**src/rtl/gsm_pkg.sv**
```systemverilog
package gsm_pkg;
  localparam int unsigned GSM_MASK_W  = 32;
  localparam int unsigned GSM_GUARD_W = 21;
  localparam int unsigned GSM_LANES   = 4;
  localparam int unsigned GSM_PC_W    = 32;
  localparam int unsigned GSM_INSTR_SHIFT = 2;  // 4-byte instructions
endpackage

```
**src/rtl/gsm_lane_term.sv**
```systemverilog
// One guard lane: per-position keep term (1 = position survives).
module gsm_lane_term #(
  parameter int unsigned MW = 32,
  parameter int unsigned GW = 21
) (
  input  logic          vld,
  input  logic [GW-1:0] field,
  input  logic          cond,
  input  logic          pol,
  output logic [MW-1:0] keep
);
  logic eff;
  assign eff = pol ? cond : ~cond;

  genvar i;
  generate
    for (i = 0; i < MW; i++) begin : g_pos
      if (i < GW) begin : g_cov
        assign keep[i] = ~(vld & field[i] & ~eff);
      end else begin : g_out
        assign keep[i] = 1'b1;
      end
    end
  endgenerate
endmodule

```
**src/rtl/gsm_and_tree.sv**
```systemverilog
// Combines the keep terms of all lanes.
module gsm_and_tree #(
  parameter int unsigned MW = 32,
  parameter int unsigned NL = 4
) (
  input  logic [NL*MW-1:0] terms,
  output logic [MW-1:0]    all_keep
);
  always_comb begin
    all_keep = '1;
    for (int k = 0; k < NL; k++) begin
      all_keep = all_keep & terms[k*MW +: MW];
    end
  end
endmodule

```
**src/rtl/gsm_zero_run.sv**
```systemverilog
// Length of the run of zeros starting at bit 0 (MW if all zero).
module gsm_zero_run #(
  parameter int unsigned MW = 32,
  parameter int unsigned CW = $clog2(MW + 1)
) (
  input  logic [MW-1:0] vec,
  output logic [CW-1:0] cnt
);
  always_comb begin
    cnt = CW'(MW);
    for (int i = MW - 1; i >= 0; i--) begin
      if (vec[i]) cnt = CW'(i);
    end
  end
endmodule

```
**src/rtl/gsm_unit.sv**
```systemverilog
module gsm_unit
  import gsm_pkg::*;
#(
  parameter int unsigned MASK_W  = GSM_MASK_W,
  parameter int unsigned GUARD_W = GSM_GUARD_W,
  parameter int unsigned LANES   = GSM_LANES,
  parameter int unsigned PC_W    = GSM_PC_W,
  localparam int unsigned CNT_W  = $clog2(MASK_W + 1)
) (
  input  logic                     clk,
  input  logic                     rst_n,
  input  logic [LANES-1:0]         guard_vld,
  input  logic [LANES*GUARD_W-1:0] guard_field,
  input  logic [LANES-1:0]         guard_cond,
  input  logic [LANES-1:0]         guard_pol,
  input  logic                     retire,
  input  logic                     rest_vld,
  input  logic [MASK_W-1:0]        rest_mask,
  input  logic [PC_W-1:0]          pc_in,
  output logic [MASK_W-1:0]        save_mask,
  output logic                     squash,
  output logic                     clean,
  output logic                     skip_vld,
  output logic [CNT_W-1:0]         skip_cnt,
  output logic [PC_W-1:0]          redirect_pc
);
  logic [MASK_W-1:0]       mask_q, mask_d, shifted, keep_all;
  logic [LANES*MASK_W-1:0] lane_terms;
  logic                    mask_en;

  genvar k;
  generate
    for (k = 0; k < LANES; k++) begin : g_lane
      gsm_lane_term #(.MW(MASK_W), .GW(GUARD_W)) u_term (
        .vld  (guard_vld[k]),
        .field(guard_field[k*GUARD_W +: GUARD_W]),
        .cond (guard_cond[k]),
        .pol  (guard_pol[k]),
        .keep (lane_terms[k*MASK_W +: MASK_W])
      );
    end
  endgenerate

  gsm_and_tree #(.MW(MASK_W), .NL(LANES)) u_tree (
    .terms   (lane_terms),
    .all_keep(keep_all)
  );

  // next state: shift first, then guards on shifted positions; restore wins
  always_comb begin
    shifted = retire ? {1'b1, mask_q[MASK_W-1:1]} : mask_q;
    mask_d  = rest_vld ? rest_mask : (shifted & keep_all);
    mask_en = rest_vld | retire | (|guard_vld);
  end

  always_ff @(posedge clk or negedge rst_n) begin
    if (!rst_n) begin
      mask_q <= '1;
    end else if (mask_en) begin
      mask_q <= mask_d;
    end
  end

  gsm_zero_run #(.MW(MASK_W), .CW(CNT_W)) u_zrun (
    .vec(mask_q),
    .cnt(skip_cnt)
  );

  assign save_mask   = mask_q;
  assign squash      = ~mask_q[0];
  assign clean       = &mask_q;
  assign skip_vld    = (skip_cnt != '0) && (skip_cnt < CNT_W'(MASK_W));
  assign redirect_pc = pc_in + (PC_W'(skip_cnt) << GSM_INSTR_SHIFT);
endmodule

```
**config.mk**
```make
export PLATFORM = sky130hd
export DESIGN_NAME = gsm_unit
export DESIGN_NICKNAME = d
export VERILOG_FILES = /design/src/rtl/gsm_pkg.sv /design/src/rtl/gsm_lane_term.sv /design/src/rtl/gsm_and_tree.sv /design/src/rtl/gsm_zero_run.sv /design/src/rtl/gsm_unit.sv
export SDC_FILE = /design/constraint.sdc
export NUM_CORES = 1
export LEC_CHECK = 0
export BUFFER_PORTS_ARGS = -buffer_cell sky130_fd_sc_hd__buf_2
export CAP_MARGIN = 20
export CORE_MARGIN = 8
export CORE_UTILIZATION = 35
export DETAILED_ROUTE_END_ITERATION = 16
export PLACE_DENSITY = 0.63
export SLEW_MARGIN = 10
export SYNTH_ARGS = -nofsm -noshare
export SYNTH_HDL_FRONTEND = slang
export SYNTH_HIERARCHICAL = 1
export SYNTH_SLANG_ARGS = --single-unit
```
**constraint.sdc**
```tcl
create_clock -name clk -period 12.8 [get_ports clk]
set_clock_uncertainty 0.15 [all_clocks]
set_input_delay 3.84 -clock clk [delete_from_list [all_inputs] [get_ports clk]]
set_output_delay 3.84 -clock clk [all_outputs]
set_load 0.05 [all_outputs]
```
Word level (Yosys, flattened, before mapping)
Cells that the tools add are included.
{"block": "totals", "inputBits": 164, "ff_bits": 32}
{"block": "op_classes", "n_reduce_logical": 4, "bitwise_logic": 267, "n_addsub": 1, "mux": 38, "order_cmp": 1}
{"operator": "$mux W6", "count": 32}
{"operator": "$and A1 B1 Y1", "count": 168}
{"operator": "$and A32 B32 Y32", "count": 4}
{"operator": "$not A1 Y1", "count": 93}
{"operator": "$mux W32", "count": 2}
{"operator": "$add A32 B8 Y32", "count": 1}
{"operator": "$reduce_and A32 Y1", "count": 1}
{"operator": "$lt A6 B6 Y1 const B", "count": 1}
{"operator": "$reduce_bool A6 Y1", "count": 1}
{"operator": "$mux W1", "count": 4}
{"operator": "$reduce_or A4 Y1", "count": 1}
{"operator": "$or A1 B1 Y1", "count": 2}
{"operator": "$logic_and A1 B1 Y1", "count": 1}

Depth between registers and ports, before layout
{"block": "depth", "depth_word": 34, "ltp_mapped": 13, "ltp_nobuf": 13}

Hierarchy
The synthesis kept the hierarchy.
{"mod": "gsm_unit", "seq_area_each_um2": 840.8, "area_per_inst_um2": 2605.0, "n_inst": 1, "cells_per_inst": 330}
{"mod": "gsm_lane_term", "seq_area_each_um2": 0.0, "area_per_inst_um2": 242.7, "n_inst": 4, "cells_per_inst": 38}
{"mod": "gsm_zero_run", "seq_area_each_um2": 0.0, "area_per_inst_um2": 367.9, "n_inst": 1, "cells_per_inst": 65}
{"mod": "gsm_and_tree", "seq_area_each_um2": 0.0, "area_per_inst_um2": 280.3, "n_inst": 1, "cells_per_inst": 32}

Worst setup path after synthesis
No wires, ideal clock.
{"block": "synth_path", "kind": "input port to output port", "from": "input port pc_in[2]", "to": "output port redirect_pc[28]", "n_path_buf": 0, "arrival_time_ns": 6.000, "setup_slack_ns": 2.810, "t_required_ns": 8.810, "path_stages": 8, "path_cell_list": "ha_1 > inv_1 > fa_1 > nor2b_1 > o211a_1 > o21bai_1 > nor4_1 > xor2_1"}
{"block": "synth_between", "elab_chain_cells": 1}
{"item": "from (decl)", "line_no": "gsm_unit.sv:19", "source": "input logic [PC_W-1:0] pc_in,"}
{"item": "$add A32 B8 Y32", "line_no": "gsm_unit.sv:73", "source": "assign redirect_pc = pc_in + (PC_W'(skip_cnt) << GSM_INSTR_SHIFT);"}
{"item": "to (decl)", "line_no": "gsm_unit.sv:25", "source": "output logic [PC_W-1:0] redirect_pc"}
No other way between the ends.

Final worst setup path
Ends and elaborated chain as after synthesis.

==> flow_summary.json <==
{
  "ios": 237,
  "start_kind": "input pin",
  "report.final.hold_viol_count": 0,
  "cp_common_cell": "buf_2",
  "min_period_over_period_pct": 77.89,
  "drtIter0Drc": 202,
  "setup_viol": 0,
  "largest_reg_flops": 32,
  "grt_pass1_vias": 4927,
  "track_usage_pct": 18.68,
  "ant_nets": 0,
  "cts_setup_buffers": 0,
  "hold_buffers": 0,
  "cp_max_fo": 8,
  "synth_top_flop_cell": "dfstp_2",
  "synthCells": 579,
  "globalplace.congestion": 0.8353,
  "clockBufferDepth": 2,
  "clock-sinks": 32,
  "post-place-cells": 922,
  "route.vias.total": 4826,
  "cp_top_family": "adder cells",
  "min_period_ns": 9.969,
  "worstPathRequired_ns": 8.81,
  "numCtsBuffers": 5,
  "fin_nets": 953,
  "grt_max_degree": 65,
  "reg2reg_depth": 4,
  "routed_via_density": 5.189,
  "vdd_drop_max_uv": 40.83,
  "cp-startpoint": "pc_in[2]",
  "hp-class": "flip-flop to flip-flop",
  "die-width_um": 125.9,
  "synth_warnings": 6,
  "htreeDepth": 2,
  "fillers": 1305,
  "synthArstFlopShare_pct": 100.0,
  "insertion_delay_ns": 0.28,
  "fmax_ghz": 0.1003,
  "cts_tree": "built",
  "holdPathStages": 2,
  "routed_wl_um": 15070,
  "dieArea_mm2": 0.01584,
  "powerDensity_mw_per_mm2": 91.62,
  "tns_ns": 0,
  "path_cells": "buf_2, ha_1, inv_1, fa_1, nor2b_1, o211a_1, o21bai_1, nor4_1, xor2_1, buf_2",
  "synthesis.area_mm2": 0.004224,
  "cts_resized": 0,
  "drive_above_1_share_pct": 36.40,
  "post_drt_wl_per_cell_um": 16.20,
  "r2r_start": "save_mask[14]",
  "dr.pass1.iters": 4,
  "worst_pin_slew_ns": 0.9960,
  "antenna_cells": 0,
  "rsz0062_at_grt": "no",
  "clkTransAtPathRegs_ns": 0.05,
  "hold_start": "save_mask[10]",
  "crit_arrival_ns": 5.98,
  "worst-path-buf-inv": 3,
  "drc": 0,
  "place.detailed.hpwl_um": 12260,
  "yosysSeqAreaShare_pct": 19.91,
  "outcome": "finished clean",
  "dpl_cell_area_mm2": 0.005179,
  "critPathCaptureType": "output port",
  "finish.utilization_pct": 44.71,
  "grt_pass1_wl_um": 24610,
  "synth_seq_cells": 32,
  "syn_area_per_cell_um2": 7.295,
  "io_buffers": 232,
  "slowest_delay_ns": 0.41,
  "fin_cells": 930,
  "p_total_mw": 0.4879,
  "areaGrowthSynthToFinish_pct": 26.07,
  "slew_headroom_pct": 33.55,
  "crit_slowest_cell": "fa_1",
  "final_area_mm2": 0.005325,
  "synth_cell_types": 47,
  "overflow": 0,
  "crit_type": "input pin to output port",
  "num_rows": 40,
  "die_height_um": 125.9,
  "p_leak_nw": 2.487,
  "slew_viol_final": 0,
  "synth-edff-count": 0,
  "clock-root-buffer": "clkbuf_16",
  "antenna_found_initial": 0,
  "path_depth": 10,
  "start_util_pct": 35.46,
  "fp.coreArea_mm2": 0.01191,
  "cap_violations": 0
}
==> final cells by class <==
cell class                 count  area (µm²)  share of cell area [%]
timing repair buffer         235        1184                   22.23
clock buffer                   8       146.4                   2.749
inverter                      44       165.2                   3.101
sequential                    32       840.8                   15.79
tap                          147       183.9                   3.454
multi-input combinational    464        2805                   52.68
==> path summary, 6_finish.rpt <==
check | slack, ns | endpoint
min reg2reg | 0.47 | save_mask[10]
min | 0.47 | save_mask[10]
max reg2reg | 11.50 | save_mask[13]
max in group asynchronous | 8.60 | save_mask[13]
max | 2.83 | redirect_pc[28]
min in group asynchronous | 3.85 | save_mask[3]
==> tightest hold or removal path: cells and delay by family (launching register included) <==
| family | cells | cell delay, ns |
|---|---|---|
| DFF | 1 | 0.40 |
| AOI/OAI and AO/OA | 2 | 0.22 |
==> cells in the mapped netlist (6+ instances only) <==
cell type	instances	share of area, %
nand3_1	88	10
nand2_1	50	4.4
buf_4	46	8.2
inv_1	44	3.9
o21ai_1	34	4.0
and4_1	33	6.8
dfstp_2	32	20
a21boi_0	31	5.5
o22ai_1	31	4.6
nor2_1	24	2.1
clkbuf_1	18	1.6
xnor2_1	18	3.7
buf_6	12	3.2
a21oi_1	11	1.3
nor4_1	11	1.6
nand4_1	9	1.3
nor3_1	9	1.1
xor2_1	9	1.9
ha_1	6	1.8
==> metal layers <==
| layer | share of wire (%) | wire [µm] | up-vias | global-route usage, % |
|---|---|---|---|---|
| li1 | - | - | 2408 | - |
| met1 | 43 | 6429 | 2192 | 22.05 |
| met2 | 47 | 7060 | 205 | 31.88 |
| met3 | 8.3 | 1252 | 21 | 5.401 |
| met4 | 2.2 | 325 | 0 | 6.086 |
| met5 | 0 | 0 | - | 0 |
==> layout by cell type (no fill, tap or decap), drive strengths merged, types with 6 or more instances in the layout <==
cell type	synthesis	layout
a21boi	34	34
a21oi	11	11
and4	33	33
buf	61	235
clkbuf	18	8
conb	4	44
dfstp	32	32
ha	6	6
inv	44	44
nand2	50	50
nand3	92	92
nand4	9	9
nor2	24	24
nor3	10	10
nor4	11	11
o21ai	36	36
o22ai	31	31
or4	7	7
xnor2	18	18
xor2	13	13
==> stage by stage <==
stage          worst slack [ns]  hold WS, ns
2_1_floorplan             2.810       0.5536
3_3_place_gp              2.929       0.4663
3_5_place_dp              2.873       0.4711
4_1_cts                   2.865       0.4772
5_1_grt                   2.654       0.4980
6_report                  2.831       0.4726
==> cell families after synthesis <==
family / share of synthesized area [%]
AO/OA/AOI/OAI: 20.85
XOR/XNOR: 7.139
adder cells (fa/ha/maj): 2.251
buffers and inverters: 17.24
flip-flops: 19.91
multiplexers: 0.2666
other: 0.3553
AND/OR/NAND/NOR: 31.99
==> power breakdown <==
part           internal, mW  switching, mW
clock                0.0775         0.0428
sequential            0.118         0.0208
combinational        0.0734          0.155
(Power assumes the default switching activity.)
